==> config.mk <==
export PLATFORM = sky130hd
export DESIGN_NAME = commutation_seq
export DESIGN_NICKNAME = d
export VERILOG_FILES = /design/src/rtl/cseq_pkg.sv /design/src/rtl/cseq_ctrl.sv /design/src/rtl/cseq_datapath.sv /design/src/rtl/commutation_seq.sv
export SDC_FILE = /design/constraint.sdc
export NUM_CORES = 1
export LEC_CHECK = 0
export BUFFER_PORTS_ARGS = -buffer_cell sky130_fd_sc_hd__buf_2
export CAP_MARGIN = 0
export CORE_MARGIN = 8
export CORE_UTILIZATION = 60
export DETAILED_ROUTE_END_ITERATION = 8
export GPL_ROUTABILITY_DRIVEN = 0
export PLACE_DENSITY_LB_ADDON = 0.25
export RECOVER_POWER = 25
export SKIP_CTS_REPAIR_TIMING = 1
export SYNTH_ARGS = -nofsm -noshare
export SYNTH_HDL_FRONTEND = slang
export SYNTH_SLANG_ARGS = --single-unit
export TNS_END_PERCENT = 30
==> constraint.sdc <==
create_clock -name clk -period 2.8 [get_ports clk]
set_clock_uncertainty 0.2 [all_clocks]
set_input_delay 0.14 -clock clk [delete_from_list [all_inputs] [get_ports clk]]
set_output_delay 0.14 -clock clk [all_outputs]
set_load 0.01 [all_outputs]
==> src/rtl/cseq_pkg.sv <==
package cseq_pkg;
  typedef enum logic [2:0] {
    TRIG_SW    = 3'd0,
    TRIG_UF    = 3'd1,
    TRIG_SENSE = 3'd2,
    TRIG_DELAY = 3'd3,
    TRIG_ANY   = 3'd4
  } trigMode_t;

  typedef struct packed {
    logic load;
    logic forceOff;
  } seqStrobe_t;
endpackage

==> src/rtl/cseq_ctrl.sv <==
module cseq_ctrl
  import cseq_pkg::*;
#(
  parameter int NUM_ENTRY = 12,
  parameter int SENSE_W   = 3,
  parameter int IDX_W     = 4,
  parameter int LEN_W     = 4
) (
  input  logic               clk,
  input  logic               rstN,
  input  logic               pwmIn,
  input  logic [SENSE_W-1:0] sensorIn,
  input  logic               uflowIn,
  input  logic [2:0]         trigMode,
  input  logic [LEN_W-1:0]   seqLen,
  input  logic               wrEn,
  input  logic [IDX_W-1:0]   wrIdx,
  input  logic               ptrClr,
  input  logic               shutdownIn,
  input  logic               sdClr,
  output seqStrobe_t         strobe,
  output logic [IDX_W-1:0]   loadIdx,
  output logic [IDX_W-1:0]   ptrOut,
  output logic               timerStart
);
  trigMode_t mode;
  assign mode = trigMode_t'(trigMode);

  logic [SENSE_W-1:0] senseMeta, senseSync, senseLast;
  logic senseEvt, swEvt, trigReq, pending, pwmLast, pwmRise, sdLat;
  logic [IDX_W-1:0] ptr, nextPtr;
  int wrapLen;

  always_ff @(posedge clk) begin
    if (!rstN) begin
      senseMeta <= '0;
      senseSync <= '0;
      senseLast <= '0;
      pwmLast   <= 1'b0;
    end else begin
      senseMeta <= sensorIn;
      senseSync <= senseMeta;
      senseLast <= senseSync;
      pwmLast   <= pwmIn;
    end
  end

  assign senseEvt = (senseSync != senseLast);
  assign swEvt    = wrEn && (wrIdx == '0);
  assign pwmRise  = pwmIn && !pwmLast;

  always_comb begin
    unique case (mode)
      TRIG_SW:    trigReq = swEvt;
      TRIG_UF:    trigReq = uflowIn;
      TRIG_SENSE: trigReq = senseEvt;
      TRIG_DELAY: trigReq = uflowIn;
      TRIG_ANY:   trigReq = uflowIn || senseEvt;
      default:    trigReq = 1'b0;
    endcase
  end

  assign timerStart = (mode == TRIG_DELAY) && senseEvt;

  always_comb begin
    if (int'(seqLen) == 0 || int'(seqLen) > NUM_ENTRY) wrapLen = NUM_ENTRY;
    else wrapLen = int'(seqLen);
    if (int'(ptr) + 1 >= wrapLen) nextPtr = '0;
    else nextPtr = ptr + 1'b1;
  end

  assign strobe.load     = pending && pwmRise;
  assign strobe.forceOff = shutdownIn || sdLat;
  assign loadIdx         = (mode == TRIG_SW) ? '0 : ptr;
  assign ptrOut          = ptr;

  always_ff @(posedge clk) begin
    if (!rstN) begin
      pending <= 1'b0;
      ptr     <= '0;
      sdLat   <= 1'b0;
    end else begin
      if (trigReq) pending <= 1'b1;
      else if (strobe.load) pending <= 1'b0;

      if (ptrClr) ptr <= '0;
      else if (strobe.load && mode != TRIG_SW) ptr <= nextPtr;

      if (shutdownIn) sdLat <= 1'b1;
      else if (sdClr) sdLat <= 1'b0;
    end
  end
endmodule

==> src/rtl/cseq_datapath.sv <==
module cseq_datapath
  import cseq_pkg::*;
#(
  parameter int NUM_OUT   = 6,
  parameter int NUM_ENTRY = 12,
  parameter int IDX_W     = 4,
  localparam int PAT_W    = 2 * NUM_OUT
) (
  input  logic               clk,
  input  logic               rstN,
  input  logic               pwmIn,
  input  logic               wrEn,
  input  logic [IDX_W-1:0]   wrIdx,
  input  logic [PAT_W-1:0]   wrData,
  input  seqStrobe_t         strobe,
  input  logic [IDX_W-1:0]   loadIdx,
  output logic [NUM_OUT-1:0] optOut,
  output logic [PAT_W-1:0]   patOut
);
  logic [PAT_W-1:0] patBuf [NUM_ENTRY];
  logic [PAT_W-1:0] active;

  always_ff @(posedge clk) begin
    if (!rstN) begin
      for (int e = 0; e < NUM_ENTRY; e++) patBuf[e] <= '0;
    end else if (wrEn) begin
      for (int e = 0; e < NUM_ENTRY; e++)
        if (int'(wrIdx) == e) patBuf[e] <= wrData;
    end
  end

  always_ff @(posedge clk) begin
    if (!rstN) active <= '0;
    else if (strobe.load && int'(loadIdx) < NUM_ENTRY) active <= patBuf[loadIdx];
  end

  assign patOut = active;

  for (genvar i = 0; i < NUM_OUT; i++) begin : g_pin
    always_comb begin
      if (strobe.forceOff) optOut[i] = 1'b0;
      else if (active[NUM_OUT+i]) optOut[i] = pwmIn;
      else optOut[i] = active[i];
    end
  end
endmodule

==> src/rtl/commutation_seq.sv <==
module commutation_seq
  import cseq_pkg::*;
#(
  parameter int NUM_OUT   = 6,
  parameter int NUM_ENTRY = 12,
  parameter int SENSE_W   = 3,
  localparam int IDX_W    = $clog2(NUM_ENTRY),
  localparam int LEN_W    = $clog2(NUM_ENTRY + 1),
  localparam int PAT_W    = 2 * NUM_OUT
) (
  input  logic               clk,
  input  logic               rstN,
  input  logic               pwmIn,
  input  logic [SENSE_W-1:0] sensorIn,
  input  logic               uflowIn,
  input  logic [2:0]         trigMode,
  input  logic [LEN_W-1:0]   seqLen,
  input  logic               wrEn,
  input  logic [IDX_W-1:0]   wrIdx,
  input  logic [PAT_W-1:0]   wrData,
  input  logic               ptrClr,
  input  logic               shutdownIn,
  input  logic               sdClr,
  output logic [NUM_OUT-1:0] optOut,
  output logic [PAT_W-1:0]   patOut,
  output logic [IDX_W-1:0]   ptrOut,
  output logic               timerStart
);
  seqStrobe_t strobe;
  logic [IDX_W-1:0] loadIdx;

  cseq_ctrl #(
    .NUM_ENTRY(NUM_ENTRY), .SENSE_W(SENSE_W), .IDX_W(IDX_W), .LEN_W(LEN_W)
  ) u_ctrl (
    .clk(clk), .rstN(rstN), .pwmIn(pwmIn), .sensorIn(sensorIn),
    .uflowIn(uflowIn), .trigMode(trigMode), .seqLen(seqLen),
    .wrEn(wrEn), .wrIdx(wrIdx), .ptrClr(ptrClr),
    .shutdownIn(shutdownIn), .sdClr(sdClr),
    .strobe(strobe), .loadIdx(loadIdx), .ptrOut(ptrOut),
    .timerStart(timerStart)
  );

  cseq_datapath #(
    .NUM_OUT(NUM_OUT), .NUM_ENTRY(NUM_ENTRY), .IDX_W(IDX_W)
  ) u_dp (
    .clk(clk), .rstN(rstN), .pwmIn(pwmIn), .wrEn(wrEn), .wrIdx(wrIdx),
    .wrData(wrData), .strobe(strobe), .loadIdx(loadIdx),
    .optOut(optOut), .patOut(patOut)
  );
endmodule

Yosys cells after proc, flatten, opt, wreduce, memory -nomap -nowiden
Memory sizes are Yosys's and may differ from the RTL's. A register that Yosys moved wholly into a read port is not among the register bits.
Cells that the tools add are included.
- flip-flop bits (word level): 16
- RAM bits: 144
- bits of input ports: 34
- output and inout bits: 23
- word-level logic and storage cells: 143
- memories kept: 1
- memory list (memory ; words ; width ; rd ports ; clocked after Yosys merged registers in ; write ports ; RTL line ; RTL):
    u_dp.patBuf ; 12 ; 12 ; 1 ; 1 ; 12 ; cseq_datapath.sv:20 ; logic [PAT_W-1:0] patBuf [NUM_ENTRY];
- add/sub/neg operators: 2
- magnitude comparators: 3
- eq/ne operators: 16
- muxes and demuxes: 81
- bitwise operators: 13
- reduce and logical (&&, ||, !) cells: 20
- operator list (operator ; count):
    12-bit 2-to-1 mux ; 12
    1-bit 2-to-1 mux ; 65
    4-bit == test (second input constant) ; 8
    32-bit by 5-bit >= comparator with 1-bit output ; 1
    4-bit logical NOT ; 3
    4-bit 2-to-1 mux ; 3
    1-bit OR ; 12
    4-bit by 3-bit == test with 1-bit output (second input constant) ; 2
    3-bit by 2-bit == test with 1-bit output (second input constant) ; 2
    1-bit logical AND ; 6
    4-bit by 1-bit adder with 5-bit output (second input constant) ; 1
    4-bit by 1-bit adder with 4-bit output (second input constant) ; 1
    4-bit by 2-bit == test with 1-bit output (second input constant) ; 1
    4-bit > comparator (second input constant) ; 1
    4-bit less-than comparator (second input constant) ; 1
    1-bit case mux with 4 select lines ; 1
    2-bit nonzero test ; 2
    2-bit OR reduction ; 2
    3-bit by 1-bit == test with 1-bit output (second input constant) ; 1
    3-bit == test (second input constant) ; 1
    3-bit logical NOT ; 1
    1-bit logical OR ; 3
    3-bit inequality test ; 1
    3-bit nonzero test ; 1
    2 further kinds ; 3

Logic depth before layout (Yosys ltp)
- depth in word-level cells: 6
- gate-level depth with buffers: 9
- gate-level depth less buffers: 8

Cells and area by module
From an unflattened synthesis, not the netlist that was laid out.
- cells, all modules: 553
- area total of the unflattened synthesis: 7536.0 um^2
- by module, submodules not included (module ; instances ; cells an instance ; area each (um^2)):
    cseq_datapath ; 1 ; 459 ; 6697.7
    cseq_ctrl ; 1 ; 94 ; 838.3

Worst setup path after synthesis
OpenSTA, ideal clock, no wires.
- path type: register to register
- start: register u_ctrl.ptr[1], in the netlist u_ctrl.ptrOut[1]
- end: register u_ctrl.ptr[2], in the netlist u_ctrl.ptrOut[2]
- library setup time: 70 ps
- data arrival time: 2104 ps
- path slack: 426 ps
- cell stages (with the launch flop): 10
- buffers on the path: 2
- clock period less this slack: 2374 ps
- cells stage by stage: dfxtp_1 -> clkbuf_1 -> buf_2 -> nand3_1 -> xnor2_1 -> ha_1 -> o21a_1 -> a211oi_1 -> nand3b_1 -> a21oi_1
- word-level cells in the longest chain between the ends: 3
- elaborated cells on any way between the ends: 4
- those cells by class: add/sub (2); order compare (1); mux (1)
- RTL lines (item ; RTL line ; RTL):
    start, declared ; cseq_ctrl.sv:31 ; logic [IDX_W-1:0] ptr, nextPtr;
    start signal, assigned ; cseq_ctrl.sv:87 ; else if (strobe.load && mode != TRIG_SW) ptr <= nextPtr;
    4-bit by 1-bit adder with 5-bit output ; cseq_ctrl.sv:68 ; if (int'(ptr) + 1 >= wrapLen) nextPtr = '0;
    32-bit by 5-bit >= comparator with 1-bit output ; cseq_ctrl.sv:68 ;
    4-bit 2-to-1 mux (*) ; cseq_ctrl.sv:68 ;
Mark *: on every way between the ends. The rest lies on a longest branch, timed or not.
A chain may end at the register's enable or synchronous reset.

Final worst setup path
- start: input port trigMode[0]
- end: register u_dp.active[6], in the netlist u_dp.patOut[6] (read register of u_dp.patBuf)
- word-level cells in the longest chain between the ends: 4
- RTL lines (item ; RTL line ; RTL):
    start, declared ; commutation_seq.sv:16 ; input logic [2:0] trigMode,
    3-bit logical NOT (*) ; cseq_ctrl.sv:74 ; assign loadIdx = (mode == TRIG_SW) ? '0 : ptr;
    4-bit 2-to-1 mux (*) ; cseq_ctrl.sv:74 ;
    4-bit less-than comparator ; cseq_datapath.sv:34 ; else if (strobe.load && int'(loadIdx) < NUM_ENTRY) active <= patBuf[loadIdx];
    1-bit logical AND ; cseq_datapath.sv:34 ;
    end, declared ; cseq_datapath.sv:21 ; logic [PAT_W-1:0] active;
Marked as above.

==> results summary <==
The final count of pins violating max slew is 0. The kind of end point of the critical path is a flip-flop. The count of filler cells inserted in the layout came out at 847.

The total number of nets in the final design came out at 743. Grouping stages by cell kind, the critical path spends the most delay in buffers and inverters. The maximum vdd ir drop is 0.000399 V. The initial detailed-routing violation count came out at 788. The slowest stage of the critical path belongs to the cell sky130_fd_sc_hd__or3_1. The critical path goes through dlygate4sd3_1 > buf_2 > or3_1 > a31oi_1 > nor2b_1 > buf_4 > a221oi_1 > nand3_1. The number of cell instances on the worst register-to-register path came out at 7.

Compared with the post-synthesis result, the final layout area differs by 13.7%. After synthesis, the share of flip-flops with an asynchronous set or reset is 0%. At the worst endpoint, the required time is 2910 ps. The count of endpoints failing hold in the final timing report came out at 0. The fraction of the yosys area taken by sequential cells is 63.5%. The placeable core region came out at 12600 µm².

For met1 alone, demand over resource in global routing was 30.9%. Tracing the worst setup path back leads to its startpoint at trigMode[0]. TritonCTS built the clock tree. The number of vias in the routed layout is 5602. The signal arrival time at the worst endpoint came out at 2480 ps. Ranked by total cell area, the synthesized netlist is headed by sky130_fd_sc_hd__edfxtp_1, sky130_fd_sc_hd__nor2_1, sky130_fd_sc_hd__dfxtp_1. The area of all sequential standard cells came out at 4890 µm². For this run, the leading register cell type out of synthesis is sky130_fd_sc_hd__edfxtp_1. The final instance area came out at 8750 µm². The clock sink count came out at 172. The overall die area came out at 16700 µm². Setup repair after global routing left no endpoint under its margin. The final critical-path required period is 2370 ps. Summing all multi-input logic gate instances after layout gives 2530 µm². The count of inserted antenna diode cells is 0. The number of setup violations in the final report came out at 0. The combined area of all synthesized cells came out at 7700 µm². For met3 alone, demand over resource in global routing was 6.37%. The global routing met2 resource utilization is 38.2%.

The average cell area after synthesis is 11.7 µm². Leaving out fill and tap cells, the most frequent cells in the layout are sky130_fd_sc_hd__nor2_1, sky130_fd_sc_hd__edfxtp_1, sky130_fd_sc_hd__buf_2. The worst path uses 84.6% of the clock period. The post-detailed-route via-to-cell ratio came out at 6.30.

The total number of H-tree levels is 4. The startpoint type of the worst setup path is an input port. The post-route DRC violation count is 0. Counting flops and latches in the post-synthesis netlist gives 172. The headroom to the max-slew limit is 46.7%.

The average wire length per cell after detail routing is 22.5 µm. Summed over all failing endpoints, the final setup total negative slack is 0 ps. For this run the aggregate overflow at the end of global routing stands at 0.

Derived from the worst setup path, the maximum achievable clock frequency is 422 MHz. The net count of the mapped netlist is 696. For this block, the routed nets add up to 20000 µm of wire.

The critical path buffer and inverter count is 3. The initial antenna violation count came out at 0. The path category of the worst min-delay check is in -> reg. The I/O pin count is 57.

The share of layout cells above drive strength 1 is 19.1%. The top-area cell type share of the netlist area is 56.2%. The number of buffer cells added on primary ports is 56. Following the worst setup path forward leads to its endpoint at u_dp.patOut[6].

The library cell used most frequently in the layout, excluding fill and tap cells, is sky130_fd_sc_hd__nor2_1. Counting the buffers created by CTS gives 17. The wire-length estimate of the detail-placed layout is 13200 µm.

The clock input transition at the sequential cells of the worst setup and hold paths came out at 60 ps. In this run the clock root is driven by a sky130_fd_sc_hd__clkbuf_16. The first global-routing pass estimated 29900 µm of wire.

The number of synthesized flops with an enable pin came out at 144. The power per cell area is 649 nW/µm². The total global routing track utilization is 24.6%. The clock passes through at most 2 buffers. For the pin with the worst max-slew slack, the measured transition is 797 ps. Along the worst path, the maximum fanout reaches 19.

Once detail routing completed, the nets flagged for antenna violations numbered 0. For this configuration, the core starts out at a cell density of 61.2%. During synthesis, Yosys emitted a total of 0 warnings. The number of rows created at floorplan came out at 41. The biggest cell delay along the critical path is 680 ps. In this run the static leakage power is 3.18 nW. Entering global routing, the biggest net connects 40 pins. The synthesized instance count is 657. The cell area after placement is 8090 µm². The setup slack of the worst register-to-register path is 510 ps. The first-pass detailed-route iteration total came out at 7.

The worst-skew pair later-pin latency came out at 440 ps. After synthesis, the netlist uses 49 different library cells. The count of maximum capacitance violations is 0.

The die boundary height is 129 µm. The floorplan die width is 129 µm. The number of global-route vias before repair came to 5211.

Of all cell types, the one taking the most synthesized area is sky130_fd_sc_hd__edfxtp_1. The run finished with clean final reports. In this run the most used layer during global routing was met2.

The worst register-to-register path begins at u_ctrl.ptrOut[2]. The critical path is of the in -> reg type. The cell depth of the worst setup path came out at 8.

The endpoint of the most critical register-to-register path is u_ctrl.ptrOut[2].
==> stage by stage <==
step | hold WS (ps) | setup WS [ps] | util (%) | power (mW) | std cells
CTS | -306 | 535 | 68.9 | 5.65 | 880
global route | 99.2 | 268 | 69.6 | 5.81 | 889
global placement | 147 | 577 | 64.4 | 3.37 | 848
detailed placement | 148 | 553 | 64.4 | 3.38 | 848
floorplan | 63.8 | 426 | - | 3.23 | 657
finish | 73.1 | 430 | 69.6 | 5.67 | 889
==> where the power goes <==
group	total, mW	internal (mW)	switching, mW	leakage, nW
Combinational	0.368	0.119	0.248	1.28
Clock	2.32	1.36	0.963	0.290
Sequential	2.98	2.93	0.0559	1.61
==> layout make-up <==
| cell class | count | area share, % |
|---|---|---|
| Multi-Input combinational cell | 418 | 28.9 |
| Sequential cell | 172 | 55.9 |
| Clock inverter | 11 | 1.32 |
| Clock buffer | 21 | 5.28 |
| Inverter | 13 | 0.558 |
| Tap cell | 172 | 2.46 |
| Timing Repair Buffer | 82 | 5.62 |
==> registers in the layout, indices dropped and copies added, names as in the netlist <==
| name | flops |
|---|---|
| u_dp.patBuf | 144 |
| u_dp.patOut | 12 |
| u_ctrl.ptrOut | 4 |
| u_ctrl.senseLast | 3 |
| u_ctrl.senseMeta | 3 |
| u_ctrl.senseSync | 3 |
| u_ctrl.pending | 1 |
| u_ctrl.pwmLast | 1 |
| u_ctrl.sdLat | 1 |
==> worst min path at each step <==
stage | startpoint | slack, ps | end | cells past startpoint
after floorplan | shutdownIn | 60 | u_ctrl.sdLat | 1
after global placement | sensorIn[0] | 150 | u_ctrl.senseMeta[0] | 2
after detailed placement | sensorIn[2] | 150 | u_ctrl.senseMeta[2] | 2
after CTS | sensorIn[2] | -310 | u_ctrl.senseMeta[2] | 2
after global routing | rstN | 100 | u_ctrl.senseSync[1] | 3
final | wrData[11] | 70 | u_dp.patBuf[11][11] | 3
==> kinds of logic after synthesis <==
family | Yosys count | share of synthesized area [%]
AND/OR/NAND/NOR | 272 | 15.8
flip-flops | 172 | 63.5
AO/OA/AOI/OAI | 95 | 8.60
buffers and inverters | 67 | 3.67
multiplexers | 40 | 7.01
XOR/XNOR | 6 | 0.683
adder cells (fa/ha/maj) | 5 | 0.813
==> routing by layer <==
| layer | part of all wire [%] | wire, µm | up-vias |
|---|---|---|---|
| li1 | - | - | 2464 |
| met5 | 0 | 0 | - |
| met2 | 48 | 9530 | 401 |
| met4 | 4.6 | 917 | 0 |
| met1 | 36 | 7300 | 2671 |
| met3 | 11 | 2270 | 66 |
==> cells in the mapped netlist (2+ instances only) <==
library cell,n
sky130_fd_sc_hd__nor2_1,160
sky130_fd_sc_hd__edfxtp_1,144
sky130_fd_sc_hd__nand2_1,46
sky130_fd_sc_hd__clkbuf_1,38
sky130_fd_sc_hd__dfxtp_1,28
sky130_fd_sc_hd__a21oi_1,26
sky130_fd_sc_hd__o221ai_1,21
sky130_fd_sc_hd__mux2i_1,19
sky130_fd_sc_hd__nand3_1,16
sky130_fd_sc_hd__buf_2,13
sky130_fd_sc_hd__inv_1,13
sky130_fd_sc_hd__and2_1,12
sky130_fd_sc_hd__mux2_2,11
sky130_fd_sc_hd__o22ai_1,11
sky130_fd_sc_hd__a22oi_1,10
sky130_fd_sc_hd__mux4_2,10
sky130_fd_sc_hd__or3b_2,10
sky130_fd_sc_hd__nor2b_1,6
sky130_fd_sc_hd__ha_1,5
sky130_fd_sc_hd__xnor2_1,5
sky130_fd_sc_hd__nand2b_1,4
sky130_fd_sc_hd__nor3_1,4
sky130_fd_sc_hd__a211oi_1,3
sky130_fd_sc_hd__a31oi_1,3
sky130_fd_sc_hd__nor3b_1,3
sky130_fd_sc_hd__o211ai_1,3
sky130_fd_sc_hd__o21a_1,3
sky130_fd_sc_hd__o21ai_0,3
sky130_fd_sc_hd__a32o_1,2
sky130_fd_sc_hd__buf_6,2
sky130_fd_sc_hd__nand3b_1,2
sky130_fd_sc_hd__o2bb2ai_1,2
sky130_fd_sc_hd__or2_2,2
sky130_fd_sc_hd__or3_1,2
==> tightest hold or removal path: stages <==
cell	delay, ps
sky130_fd_sc_hd__buf_2	70
sky130_fd_sc_hd__nand2_1	230
sky130_fd_sc_hd__inv_1	140
Power figures use the tool's default switching activity.
